<file path="config.mk">
export PLATFORM = sky130hd
export DESIGN_NAME = thc_alert_top
export DESIGN_NICKNAME = d
export VERILOG_FILES = /design/src/rtl/thc_pkg.sv /design/src/rtl/thc_limit_eval.sv /design/src/rtl/thc_alert_core.sv /design/src/rtl/thc_ready_pulse.sv /design/src/rtl/thc_alert_top.sv
export SDC_FILE = /design/constraint.sdc
export NUM_CORES = 1
export LEC_CHECK = 0
export ABC_AREA = 1
export BUFFER_PORTS_ARGS = -buffer_cell sky130_fd_sc_hd__buf_4
export CORE_MARGIN = 5
export CORE_UTILIZATION = 48
export DETAILED_ROUTE_END_ITERATION = 8
export HOLD_SLACK_MARGIN = 0.08
export PLACE_DENSITY = 0.81
export SLEW_MARGIN = 20
export SYNTH_ARGS = -nofsm -noshare
export SYNTH_HDL_FRONTEND = slang
export SYNTH_HIERARCHICAL = 1
export SYNTH_SLANG_ARGS = --single-unit
</file>
<file path="constraint.sdc">
create_clock -name clk -period 2 [get_ports clk]
set_input_delay 0.4 -clock clk [delete_from_list [all_inputs] [get_ports clk]]
set_output_delay 0.4 -clock clk [all_outputs]
set_load 0.02 [all_outputs]
</file>
<file path="src/rtl/thc_pkg.sv">
// Package: shared constants and queue-code decoding for the threshold comparator.
// Assumes the queue code is two bits wide, with the all-ones code meaning "off".
package thc_pkg;

    localparam int MAX_DEPTH = 4;
    localparam int CNT_W     = $clog2(MAX_DEPTH + 1);

    typedef enum logic [1:0] {
        Q_ONE  = 2'b00,
        Q_TWO  = 2'b01,
        Q_FOUR = 2'b10,
        Q_OFF  = 2'b11
    } queue_code_e;

    // Number of successive out-of-limit results a queue code asks for.
    function automatic logic [CNT_W-1:0] queue_depth(input logic [1:0] code);
        case (code)
            Q_ONE:   queue_depth = CNT_W'(1);
            Q_TWO:   queue_depth = CNT_W'(2);
            Q_FOUR:  queue_depth = CNT_W'(4);
            default: queue_depth = CNT_W'(MAX_DEPTH);
        endcase
    endfunction

endpackage

</file>
<file path="src/rtl/thc_limit_eval.sv">
// Module: purely combinational limit evaluation.
// Extracts the signed limits from the top bits of the limit registers and
// classifies one result. It reports whether the result is out of limit and
// whether it meets the clear condition of the selected mode.
// Assumes RES_W <= REG_W; the REG_W-RES_W low bits of each register carry no value.
module thc_limit_eval #(
    parameter int RES_W = 12,
    parameter int REG_W = 16
) (
    input  logic [RES_W-1:0] res,
    input  logic [REG_W-1:0] lo_reg,
    input  logic [REG_W-1:0] hi_reg,
    input  logic             window,
    output logic             out_of_limit,
    output logic             clear_cond
);
    localparam int PAD_W = REG_W - RES_W;

    logic signed [RES_W-1:0] res_s;
    logic signed [RES_W-1:0] lo_s;
    logic signed [RES_W-1:0] hi_s;
    logic                    above_hi;
    logic                    below_lo;
    logic                    unused_pad;

    assign res_s      = res;
    assign lo_s       = lo_reg[REG_W-1 -: RES_W];
    assign hi_s       = hi_reg[REG_W-1 -: RES_W];
    assign unused_pad = ^{lo_reg[PAD_W-1:0], hi_reg[PAD_W-1:0]};

    // Signed comparisons of the result against each limit.
    always_comb begin
        above_hi = res_s > hi_s;
        below_lo = res_s < lo_s;
    end

    // Mode-dependent classification: window treats both sides, traditional only the top.
    always_comb begin
        if (window) begin
            out_of_limit = above_hi | below_lo;
            clear_cond   = ~(above_hi | below_lo);
        end else begin
            out_of_limit = above_hi;
            clear_cond   = below_lo;
        end
    end
endmodule

</file>
<file path="src/rtl/thc_alert_core.sv">
// Module: successive-occurrence counter and alert state.
// Counts back-to-back out-of-limit results, saturating at MAX_DEPTH, and sets
// the alert when the count reaches the requested depth. Clears come from the
// mode's clear condition (non-latching) or from clear pulses (latching).
// A set in the same cycle as a clear pulse wins.
// Assumes the enable is low whenever the comparator must be idle.
module thc_alert_core
    import thc_pkg::*;
(
    input  logic             clk,
    input  logic             rst_n,
    input  logic             enable,
    input  logic             res_valid,
    input  logic             out_of_limit,
    input  logic             clear_cond,
    input  logic             latch,
    input  logic             clr_req,
    input  logic [CNT_W-1:0] depth,
    output logic             alert
);
    logic [CNT_W-1:0] cnt_q, cnt_nx;
    logic             alert_q, alert_nx;

    // Next-state logic: the count update, then clear, then set with priority.
    always_comb begin
        cnt_nx   = cnt_q;
        alert_nx = alert_q;
        if (latch && clr_req) begin
            alert_nx = 1'b0;
        end
        if (res_valid) begin
            if (out_of_limit) begin
                cnt_nx = (cnt_q == CNT_W'(MAX_DEPTH)) ? cnt_q : cnt_q + CNT_W'(1);
                if (cnt_nx >= depth) begin
                    alert_nx = 1'b1;
                end
            end else begin
                cnt_nx = '0;
                if (!latch && clear_cond) begin
                    alert_nx = 1'b0;
                end
            end
        end
        if (!enable) begin
            cnt_nx   = '0;
            alert_nx = 1'b0;
        end
    end

    // State registers with synchronous active-low reset.
    always_ff @(posedge clk) begin
        if (!rst_n) begin
            cnt_q   <= '0;
            alert_q <= 1'b0;
        end else begin
            cnt_q   <= cnt_nx;
            alert_q <= alert_nx;
        end
    end

    assign alert = alert_q;

    assert_inlimit_zero_R6: assert property (@(posedge clk) disable iff (!rst_n)
        (enable && res_valid && !out_of_limit) |=> (cnt_q == '0));

    assert_latch_hold_R8: assert property (@(posedge clk) disable iff (!rst_n)
        (enable && latch && alert_q && !clr_req) |=> alert_q);

    assert_set_wins_R9: assert property (@(posedge clk) disable iff (!rst_n)
        (enable && res_valid && out_of_limit && (cnt_q >= depth - CNT_W'(1))) |=> alert_q);

    assert_rise_on_result_R4: assert property (@(posedge clk) disable iff (!rst_n)
        $rose(alert_q) |-> $past(res_valid));

    assert_disabled_clear_R2: assert property (@(posedge clk) disable iff (!rst_n)
        !enable |=> (!alert_q && cnt_q == '0));

    assert_count_cap_R6: assert property (@(posedge clk) disable iff (!rst_n)
        cnt_q <= CNT_W'(MAX_DEPTH));
endmodule

</file>
<file path="src/rtl/thc_ready_pulse.sv">
// Module: fixed-length data-ready pulse generator.
// Each trigger loads a down-counter with PULSE_CYC. The output is active while
// the counter is non-zero, so the pulse starts in the cycle after the trigger
// and lasts PULSE_CYC cycles. A new trigger restarts it.
// Assumes PULSE_CYC >= 1.
module thc_ready_pulse #(
    parameter int PULSE_CYC = 4
) (
    input  logic clk,
    input  logic rst_n,
    input  logic trigger,
    output logic active
);
    localparam int PW = $clog2(PULSE_CYC + 1);

    logic [PW-1:0] cnt_q;

    // Reload on a trigger, otherwise count down to zero.
    always_ff @(posedge clk) begin
        if (!rst_n) begin
            cnt_q <= '0;
        end else if (trigger) begin
            cnt_q <= PW'(PULSE_CYC);
        end else if (cnt_q != '0) begin
            cnt_q <= cnt_q - PW'(1);
        end
    end

    assign active = (cnt_q != '0);

    assert_pulse_start_R11: assert property (@(posedge clk) disable iff (!rst_n)
        trigger |=> active);

    assert_pulse_bound_R11: assert property (@(posedge clk) disable iff (!rst_n)
        cnt_q <= PW'(PULSE_CYC));
endmodule

</file>
<file path="src/rtl/thc_alert_top.sv">
// Module: top of the threshold comparator with alert queue.
// Combines limit evaluation, the queued alert state and the ready pulse, and
// drives the pin value and its output enable. The ready mode is chosen from
// the limit sign bits.
// Assumes the control inputs are stable register outputs.
module thc_alert_top
    import thc_pkg::*;
#(
    parameter int RES_W         = 12,
    parameter int REG_W         = 16,
    parameter int RDY_PULSE_CYC = 4
) (
    input  logic             clk,
    input  logic             rst_n,
    input  logic             res_valid,
    input  logic [RES_W-1:0] res_data,
    input  logic             res_read,
    input  logic             alert_ack,
    input  logic [REG_W-1:0] thr_lo,
    input  logic [REG_W-1:0] thr_hi,
    input  logic             win_mode,
    input  logic             pol_high,
    input  logic             latch_en,
    input  logic [1:0]       queue_sel,
    input  logic             single_shot,
    input  logic             conv_idle,
    output logic             alert_out,
    output logic             alert_oe
);
    logic             ready_mode;
    logic             cmp_on;
    logic             core_en;
    logic             out_of_limit;
    logic             clear_cond;
    logic             alert_st;
    logic             pulse_on;
    logic             asserted;
    logic [CNT_W-1:0] depth;

    // Mode decode: the ready indicator is picked by the limit sign bits.
    always_comb begin
        ready_mode = thr_hi[REG_W-1] & ~thr_lo[REG_W-1];
        cmp_on     = (queue_sel != Q_OFF);
        core_en    = cmp_on & ~ready_mode;
        depth      = queue_depth(queue_sel);
    end

    thc_limit_eval #(
        .RES_W (RES_W),
        .REG_W (REG_W)
    ) u_eval (
        .res          (res_data),
        .lo_reg       (thr_lo),
        .hi_reg       (thr_hi),
        .window       (win_mode),
        .out_of_limit (out_of_limit),
        .clear_cond   (clear_cond)
    );

    thc_alert_core u_core (
        .clk          (clk),
        .rst_n        (rst_n),
        .enable       (core_en),
        .res_valid    (res_valid),
        .out_of_limit (out_of_limit),
        .clear_cond   (clear_cond),
        .latch        (latch_en),
        .clr_req      (res_read | alert_ack),
        .depth        (depth),
        .alert        (alert_st)
    );

    thc_ready_pulse #(
        .PULSE_CYC (RDY_PULSE_CYC)
    ) u_pulse (
        .clk     (clk),
        .rst_n   (rst_n),
        .trigger (res_valid & ready_mode & ~single_shot),
        .active  (pulse_on)
    );

    // Pin drive: choose the asserted source, then apply the polarity.
    always_comb begin
        if (ready_mode) begin
            asserted = single_shot ? conv_idle : pulse_on;
        end else begin
            asserted = alert_st;
        end
        alert_out = pol_high ? asserted : ~asserted;
        alert_oe  = cmp_on;
    end

    assert_alert_follows_result_R12: assert property (@(posedge clk) disable iff (!rst_n)
        (core_en && !res_valid && !(latch_en && (res_read | alert_ack))) |=> $stable(alert_st));
endmodule

</file>
==> results of run 1 <==
## layer usage
layer | track usage (%) | part of all wire (%) | up-vias | wire (µm)
li1 | - | - | 789 | -
met1 | 18.4 | 50 | 569 | 1330
met2 | 22.4 | 44 | 31 | 1180
met3 | 2.70 | 6.0 | 0 | 161
met4 | 2.44 | 0 | 0 | 0
met5 | 0 | 0 | - | 0
## registers in the layout (all words and copies together) (netlist names)
register	count
u_core/alert	1
u_core/cnt_q	3
u_pulse/cnt_q	3
## how the worst max path moves through the flow
stage	end	depth (start not counted)	slack (ps)	start
floorplan	u_core/cnt_q[0]	15	220	thr_lo[15]
detailed placement	u_core/cnt_q[0]	13	-40	res_data[7]
finish	alert_out	10	160	u_pulse/cnt_q[0]
CTS	alert_out	10	20	u_pulse/cnt_q[0]
global route	u_core/alert	15	10	thr_lo[15]
global placement	u_core/cnt_q[0]	13	5	res_data[7]
## worst register-to-register path, stage by stage, from the launching register on
cell,delay (ps)
dfxtp_1,390
inv_1,60
ha_1,200
nand2_2,80
xor2_1,180
inv_1,70
ha_1,270
nand3_1,80
nand3_1,80
nand2_1,70
a21oi_1,60
## per-stage QoR
step                setup WS [ps]  power, mW  std cells  utilization (%)  setup TNS (ps)
floorplan                     220      0.455        224                -               0
global placement             4.81      0.592        308             65.1               0
detailed placement          -44.8      0.599        308             65.1            -113
CTS                          20.0      0.727        312             66.0               0
global route                 13.2      0.895        312             67.3               0
finish                        164      0.788        312             67.3               0
## cell usage after synthesis
cell      instances  area, µm²
nand2_2           2       12.5
inv_2             5       18.8
or2_1             1       6.26
o21ai_2           1       8.76
a21oi_2           1       8.76
dfxtp_1           7        140
inv_1            61        229
xor2_1            1       8.76
o21ai_1           2       10.0
ha_1             31        388
nand3_2           1       10.0
nand2_1          67        251
nand3_1          13       65.1
a21oi_1          12       60.1
nand4_1           3       18.8
clkbuf_1          1       3.75
nor2_1           11       41.3
nor2_2            3       18.8
a21o_1            1       7.51
## power by group through the flow
stage / combinational [mW] / clock (mW) / sequential [mW]
2_1_floorplan: 0.278 / 0 / 0.177
3_3_place_gp: 0.413 / 0 / 0.179
3_5_place_dp: 0.420 / 0 / 0.179
4_1_cts: 0.424 / 0.126 / 0.176
5_1_grt: 0.568 / 0.143 / 0.185
6_report: 0.486 / 0.121 / 0.181
## logic make-up (layout without fill, tap and decap cells)
logic type / after synthesis / in the layout
DFF: 7 / 7
buffers and inverters: 67 / 124
AOI/OAI and AO/OA: 17 / 17
adders and majority gates: 31 / 31
xor gates and xnor gates: 1 / 1
and+or+nand+nor: 101 / 101
## area by class of cell
class	instances	area [µm²]	area share [%]
Timing Repair Buffer	54	405	22.4
Sequential cell	7	143	7.89
Clock buffer	4	26.3	1.45
Multi-Input combinational cell	150	945	52.2
Inverter	66	250	13.8
Tap cell	31	38.8	2.15
==> impl_metrics.ini, run 1 <==
[synth]
syn_avg_cell_area_um2 = 5.84
synth_area_um2 = 1310
synth_xor_area_share_pct = 0.670
seq_area_frac_synth_pct = 10.7
synth-seq-cells = 7
syn_nets = 311
synthMuxAreaShare_pct = 0
synthSimpleGateAreaFrac_pct = 32.4
yosysWarningCount = 6
synthDistinctLibCells = 19
synth_top_family_by_area = simple AND/OR/NAND/NOR gates
synthCells = 224
synth_compound_area_share_pct = 7.27
synth-adder-area-share_pct = 29.7

[critical_path]
cp_top_family = adder cells
critPathBufInv = 3
crit_top_cell = nand2_1
cp-end-kind = primary output
rr_worst_depth = 10
timing.rr.start = u_core/cnt_q[0]
slowest_stage = dfxtp_2
rrSetupSlack_ps = 350
r2r_end = u_core/alert
worstPathMaxFanout = 4
arrival_ps = 1440
cp_data_required_time_ps = 1600
cp-start-kind = flop
crit_chain = inv_1 > ha_4 > ha_4 > inv_4 > nand2_1 > nand2_1 > nand2_1 > nand3_1 > nand2_1 > buf_4
worstSetupPathType = flop to primary output
slowest_delay_ps = 320

[min_path]
hold_class = input port to flop
whs_path_depth = 3
hp-start = rst_n
hold_path_end = u_pulse/cnt_q[2]

[layout]
diodes = 0
area_delta_synth_final_pct = 38.3
n_fill_cell = 260
final_common_cell = nand2_1
drive_above_1_share_pct = 26.7
nets = 369
final_area_um2 = 1810
final_cell_mix = nand2_1 (67), inv_1 (61), buf_4 (54)

[timing]
fmaxAchievable_mhz = 545
slew_viol_final = 0
setup_violations = 0
hold_viol = 0
rsz0062_at_grt = false
skew_ps = 0.640
period_needed_ps = 1840
min_period_over_period_pct = 91.8
relSlewSlack_pct = 88.8
whs_ps = 406
worst_slew_pin_slew_ps = 167

[floorplanning]
dieArea_um2 = 3870
die_w_um = 62.2
die_h_um = 62.2
initial_core_util_pct = 48.7
design.core.area_um2 = 2690
row_count = 19
ios = 58

[route]
first_pass_iters = 4
ant_nets = 0
routed-via-count = 1389
wl_per_cell_um = 8.59
routed_wl_mm = 2.68
drt_iter0_markers = 57
via_per_inst = 4.45
drc = 0

[clock_tree]
cts_tree = yes
cts_buffer_depth = 2
cts.sinks = 7
cts-htree-levels = 1
cts_buffers = 3
cts_setup_buffers = 0
hold_buffers = 0
cts_resized = 0
clock-root-buffer = clkbuf_4
clkLatencyLatePin_ps = 240
clk_pin_slew_ps = 50

[pwr]
p_switching_uw = 302
intPower_uw = 486
seq_power_share_pct = 22.9
ir_drop_uv = 715
power_density_nw_per_um2 = 436
p_leak_nw = 1.15
clock_power_share_pct = 15.4
p_comb_share_pct = 61.7
switching_share_pct = 38.3

[job]
drv_cap = 0

[global_routing]
track_usage_pct = 13.6
grt_pass1_wl_mm = 4.69
grt_max_degree = 6
antenna_found_initial = 0
grt_pass1_vias = 1238
grt_overflow = 0

[place]
hpwl_mm = 2.41
placed_area_um2 = 1750
numPortBuffers = 49
place_congestion = 0.747

[status]
outcome = complete, no violations
No activity file was read; power rests on OpenSTA's default activity.
==> run 2: changes to the inputs <==
--- a/config.mk
+++ b/config.mk
@@ -12,6 +12,9 @@
 export DETAILED_ROUTE_END_ITERATION = 8
 export HOLD_SLACK_MARGIN = 0.08
 export PLACE_DENSITY = 0.81
+export RECOVER_POWER = 50
+export SETUP_SLACK_MARGIN = 0.02
+export SKIP_LAST_GASP = 1
 export SLEW_MARGIN = 20
 export SYNTH_ARGS = -nofsm -noshare
 export SYNTH_HDL_FRONTEND = slang
==> run 2 against run 1 <==
Die area unchanged; largest cell class unchanged; cell area decreased by 0.21%; fmax up 0.17%; global-route usage did not move; count of clock-buffer cells in the layout unchanged.
==> impl_metrics.ini, run 2 (synthesis results as in run 1) <==
[status]
outcome = complete, no violations

[critical_path]
cp_data_required_time_ps = 1600
rrSetupSlack_ps = 360
cp-end-kind = primary output
cp-start-kind = flop
arrival_ps = 1430
rr_worst_depth = 10
timing.rr.start = u_core/cnt_q[0]
worstPathMaxFanout = 4
worstSetupPathType = flop to primary output
r2r_end = u_core/alert

[global_routing]
grt_max_degree = 6
grt_overflow = 0
track_usage_pct = 13.6
grt_pass1_vias = 1238
grt_pass1_wl_mm = 4.69
antenna_found_initial = 0

[timing]
worst_slack_ps = 167
setup_violations = 0
rsz0062_at_grt = true
hold_viol = 0
fmaxAchievable_mhz = 545
skew_ps = 0.297
relSlewSlack_pct = 83.4
min_period_over_period_pct = 91.7
whs_ps = 406
period_needed_ps = 1830
slew_viol_final = 0
worst_slew_pin_slew_ps = 249

[clock_tree]
cts-htree-levels = 1
clk_pin_slew_ps = 50
hold_buffers = 0
cts_buffer_depth = 2
cts_setup_buffers = 0
cts_buffers = 3
clkLatencyLatePin_ps = 240
cts_resized = 0
clock-root-buffer = clkbuf_4
cts.sinks = 7
cts_tree = yes

[floorplanning]
die_h_um = 62.2
die_w_um = 62.2
dieArea_um2 = 3870
initial_core_util_pct = 48.7
ios = 58
design.core.area_um2 = 2690
row_count = 19

[place]
hpwl_mm = 2.41
numPortBuffers = 49
post-place-ws_ps = -44.8
placed_area_um2 = 1750
place_congestion = 0.747

[layout]
final_area_um2 = 1800
diodes = 0
nets = 369
drive_above_1_share_pct = 26.3
area_delta_synth_final_pct = 38.0
multi_input_area_um2 = 945
n_fill_cell = 262
final_common_cell = nand2_1
seq_area_um2 = 143
final_cell_mix = nand2_1 (67), inv_1 (61), buf_4 (53)

[pwr]
power_uw = 783
p_switching_uw = 299
seq_power_share_pct = 23.0
clock_power_share_pct = 15.4
power_density_nw_per_um2 = 434
p_comb_share_pct = 61.6
p_leak_nw = 1.15
intPower_uw = 483
ir_drop_uv = 704
switching_share_pct = 38.3

[min_path]
hold_path_end = u_pulse/cnt_q[2]
hp-start = rst_n
hold_class = input port to flop
whs_path_depth = 3

[route]
drc = 0
wl_per_cell_um = 8.58
via_per_inst = 4.43
drt_iter0_markers = 58
ant_nets = 0
routed-via-count = 1381
first_pass_iters = 4
routed_wl_mm = 2.68

[job]
drv_cap = 0
[run 2: power groups by stage]
| stage | Sequential [mW] | Combinational (mW) | Clock [mW] |
|---|---|---|---|
| after floorplan | 0.177 | 0.278 | 0 |
| after global placement | 0.179 | 0.413 | 0 |
| after detailed placement | 0.179 | 0.420 | 0 |
| after CTS | 0.176 | 0.424 | 0.126 |
| after global routing | 0.184 | 0.564 | 0.143 |
| final | 0.180 | 0.482 | 0.121 |
[run 2: worst max-delay path by stage]
stage | from | depth (start not counted) | to
6_report | u_pulse/cnt_q[0] | 10 | alert_out
5_1_grt | thr_lo[15] | 16 | u_core/alert
3_3_place_gp | res_data[7] | 13 | u_core/cnt_q[0]
3_5_place_dp | res_data[7] | 13 | u_core/cnt_q[0]
2_1_floorplan | thr_lo[15] | 15 | u_core/cnt_q[0]
4_1_cts | u_pulse/cnt_q[0] | 10 | alert_out
[run 2: through the flow]
step           instances  utilization, %  TNS, ps
6_report             312            67.2        0
5_1_grt              312            67.2        0
4_1_cts              312            66.0        0
3_5_place_dp         308            65.1     -113
3_3_place_gp         308            65.1        0
2_1_floorplan        224               -        0
[run 2: area by class of cell]
cell class / count / area share (%)
timing repair buffer: 54 / 22.3
sequential: 7 / 7.91
multi-input combinational: 150 / 52.4
clock buffer: 4 / 1.46
tap: 31 / 2.15
inverter: 66 / 13.9
[run 2: routing by layer]
metal	global-route usage [%]	part of all wire, %
met1	18.4	50
met4	2.44	0
met5	0	0
met3	2.70	5.7
met2	22.4	44
[run 2: worst max-delay path: stages (launching register included)]
cell and delay [ps]:
dfxtp_2 320, inv_1 60, ha_4 170, ha_4 170
inv_4 60, nand2_1 60, nand2_1 50, nand2_1 40
nand3_1 60, nand2_1 50, buf_4 150
==> run 3: changes to the inputs <==
--- a/config.mk
+++ b/config.mk
@@ -13,6 +13,7 @@
 export HOLD_SLACK_MARGIN = 0.08
 export PLACE_DENSITY = 0.81
 export RECOVER_POWER = 50
+export REMOVE_ABC_BUFFERS = 1
 export SETUP_SLACK_MARGIN = 0.02
 export SKIP_LAST_GASP = 1
 export SLEW_MARGIN = 20
==> run 3 against run 2 <==
Sequential power is essentially flat; first-iteration DRC count grew 8.6%; flip-flop and latch count is the same; fmax shrank 1.9%; wire length grew 3.5%; count of clock-buffer cells in the layout is the same; non-clock buffer count is the same; global-route usage grew 0.89 points; cell area shrank 0.42%; total power grew 0.23%; combinational power shrank 1%; largest cell class unchanged.
==> impl_metrics.ini, run 3 (synthesis results as in run 1) <==
[status]
outcome = complete, no violations

[clock_tree]
clock-root-buffer = clkbuf_4
clk_pin_slew_ps = 60
cts_tree = yes
clkLatencyLatePin_ps = 250
cts_buffers = 3
cts.sinks = 7
cts_setup_buffers = 0
cts_buffer_depth = 2
cts-htree-levels = 1

[floorplanning]
initial_core_util_pct = 48.7
dieArea_um2 = 3870
ios = 58
row_count = 19
die_h_um = 62.2
design.core.area_um2 = 2690
die_w_um = 62.2

[place]
placed_area_um2 = 1750
place_congestion = 0.755
hpwl_mm = 2.45
numPortBuffers = 49
post-place-ws_ps = -25.5

[job]
drv_cap = 0

[critical_path]
cp-end-kind = primary output
cp-start-kind = flop
arrival_ps = 1470
cp_data_required_time_ps = 1600
worstSetupPathType = flop to primary output
worstPathMaxFanout = 4

[global_routing]
grt_overflow = 0
grt_pass1_vias = 1259
antenna_found_initial = 0
track_usage_pct = 14.5
grt_max_degree = 6
grt_pass1_wl_mm = 4.86

[layout]
final_cell_mix = nand2_1 (67), inv_1 (60), buf_4 (53)
final_area_um2 = 1800
diodes = 0
drive_above_1_share_pct = 26.0
final_common_cell = nand2_1
area_delta_synth_final_pct = 37.4
nets = 369

[pwr]
power_density_nw_per_um2 = 437
power_uw = 784
p_leak_nw = 1.15
ir_drop_uv = 788

[timing]
relSlewSlack_pct = 83.2
setup_violations = 0
hold_viol = 0
rsz0062_at_grt = false
skew_ps = 6.69
worst_slew_pin_slew_ps = 253
period_needed_ps = 1870
slew_viol_final = 0
fmaxAchievable_mhz = 535
worst_slack_ps = 130
min_period_over_period_pct = 93.5
tns_ps = 0

[route]
via_per_inst = 4.45
routed-via-count = 1388
ant_nets = 0
drc = 0
wl_per_cell_um = 8.88
drt_iter0_markers = 63
routed_wl_mm = 2.77
first_pass_iters = 4

[min_path]
hold_class = input port to flop
==> run 3: metal layers <==
layer  vias up  track usage [%]  wire length [µm]
met5         -                0                 0
met4         0             3.79                 0
met3         0             3.06               148
met2        36             24.4              1260
met1       567             18.6              1360
li1        785                -                 -
==> run 3: timing repair <==
item,4_1_cts,5_1_grt
gates resized for setup,1,5
endpoints found under the hold margin,0,0
hold buffers,0,0
pin swaps,0,1
setup endpoints to repair,1,1
==> run 3: worst max-delay path, stage by stage (launching register included) <==
cell,delay (ps)
dfxtp_1,330
inv_2,60
ha_4,160
ha_4,170
inv_2,70
nand2_1,80
nand2_1,60
nand2_1,40
nand3_1,60
nand2_1,50
buf_4,150
==> run 3: area by class of cell <==
cell class | count | area, µm²
inverter | 66 | 248
clock buffer | 4 | 26.3
fill | 248 | 890
multi-input combinational | 150 | 941
sequential | 7 | 141
tap | 31 | 38.8
timing repair buffer | 54 | 402
==> run 3: power by group <==
| part | total, mW | internal [mW] | switching (mW) |
|---|---|---|---|
| registers | 0.180 | 0.166 | 0.0137 |
| logic | 0.475 | 0.234 | 0.241 |
| clock network | 0.130 | 0.0762 | 0.0537 |
==> run 3: path summary, 6_finish.rpt <==
path | start | to | slack (ps) | depth (start not counted)
setup / recovery | u_pulse/cnt_q[0] | alert_out | 130 | 10
hold / removal | rst_n | u_pulse/cnt_q[2] | 390 | 3
setup reg to reg | u_core/cnt_q[0] | u_core/alert | 340 | 10
hold reg to reg | u_pulse/cnt_q[0] | u_pulse/cnt_q[0] | 460 | 2
==> run 3: per-stage QoR <==
step           hold WS [ps]  util [%]  std cells
2_1_floorplan           433         -        223
3_3_place_gp            444      65.1        308
4_1_cts                 391      66.1        312
6_report                392      66.9        312
3_5_place_dp            445      65.1        308
5_1_grt                 403      66.9        312
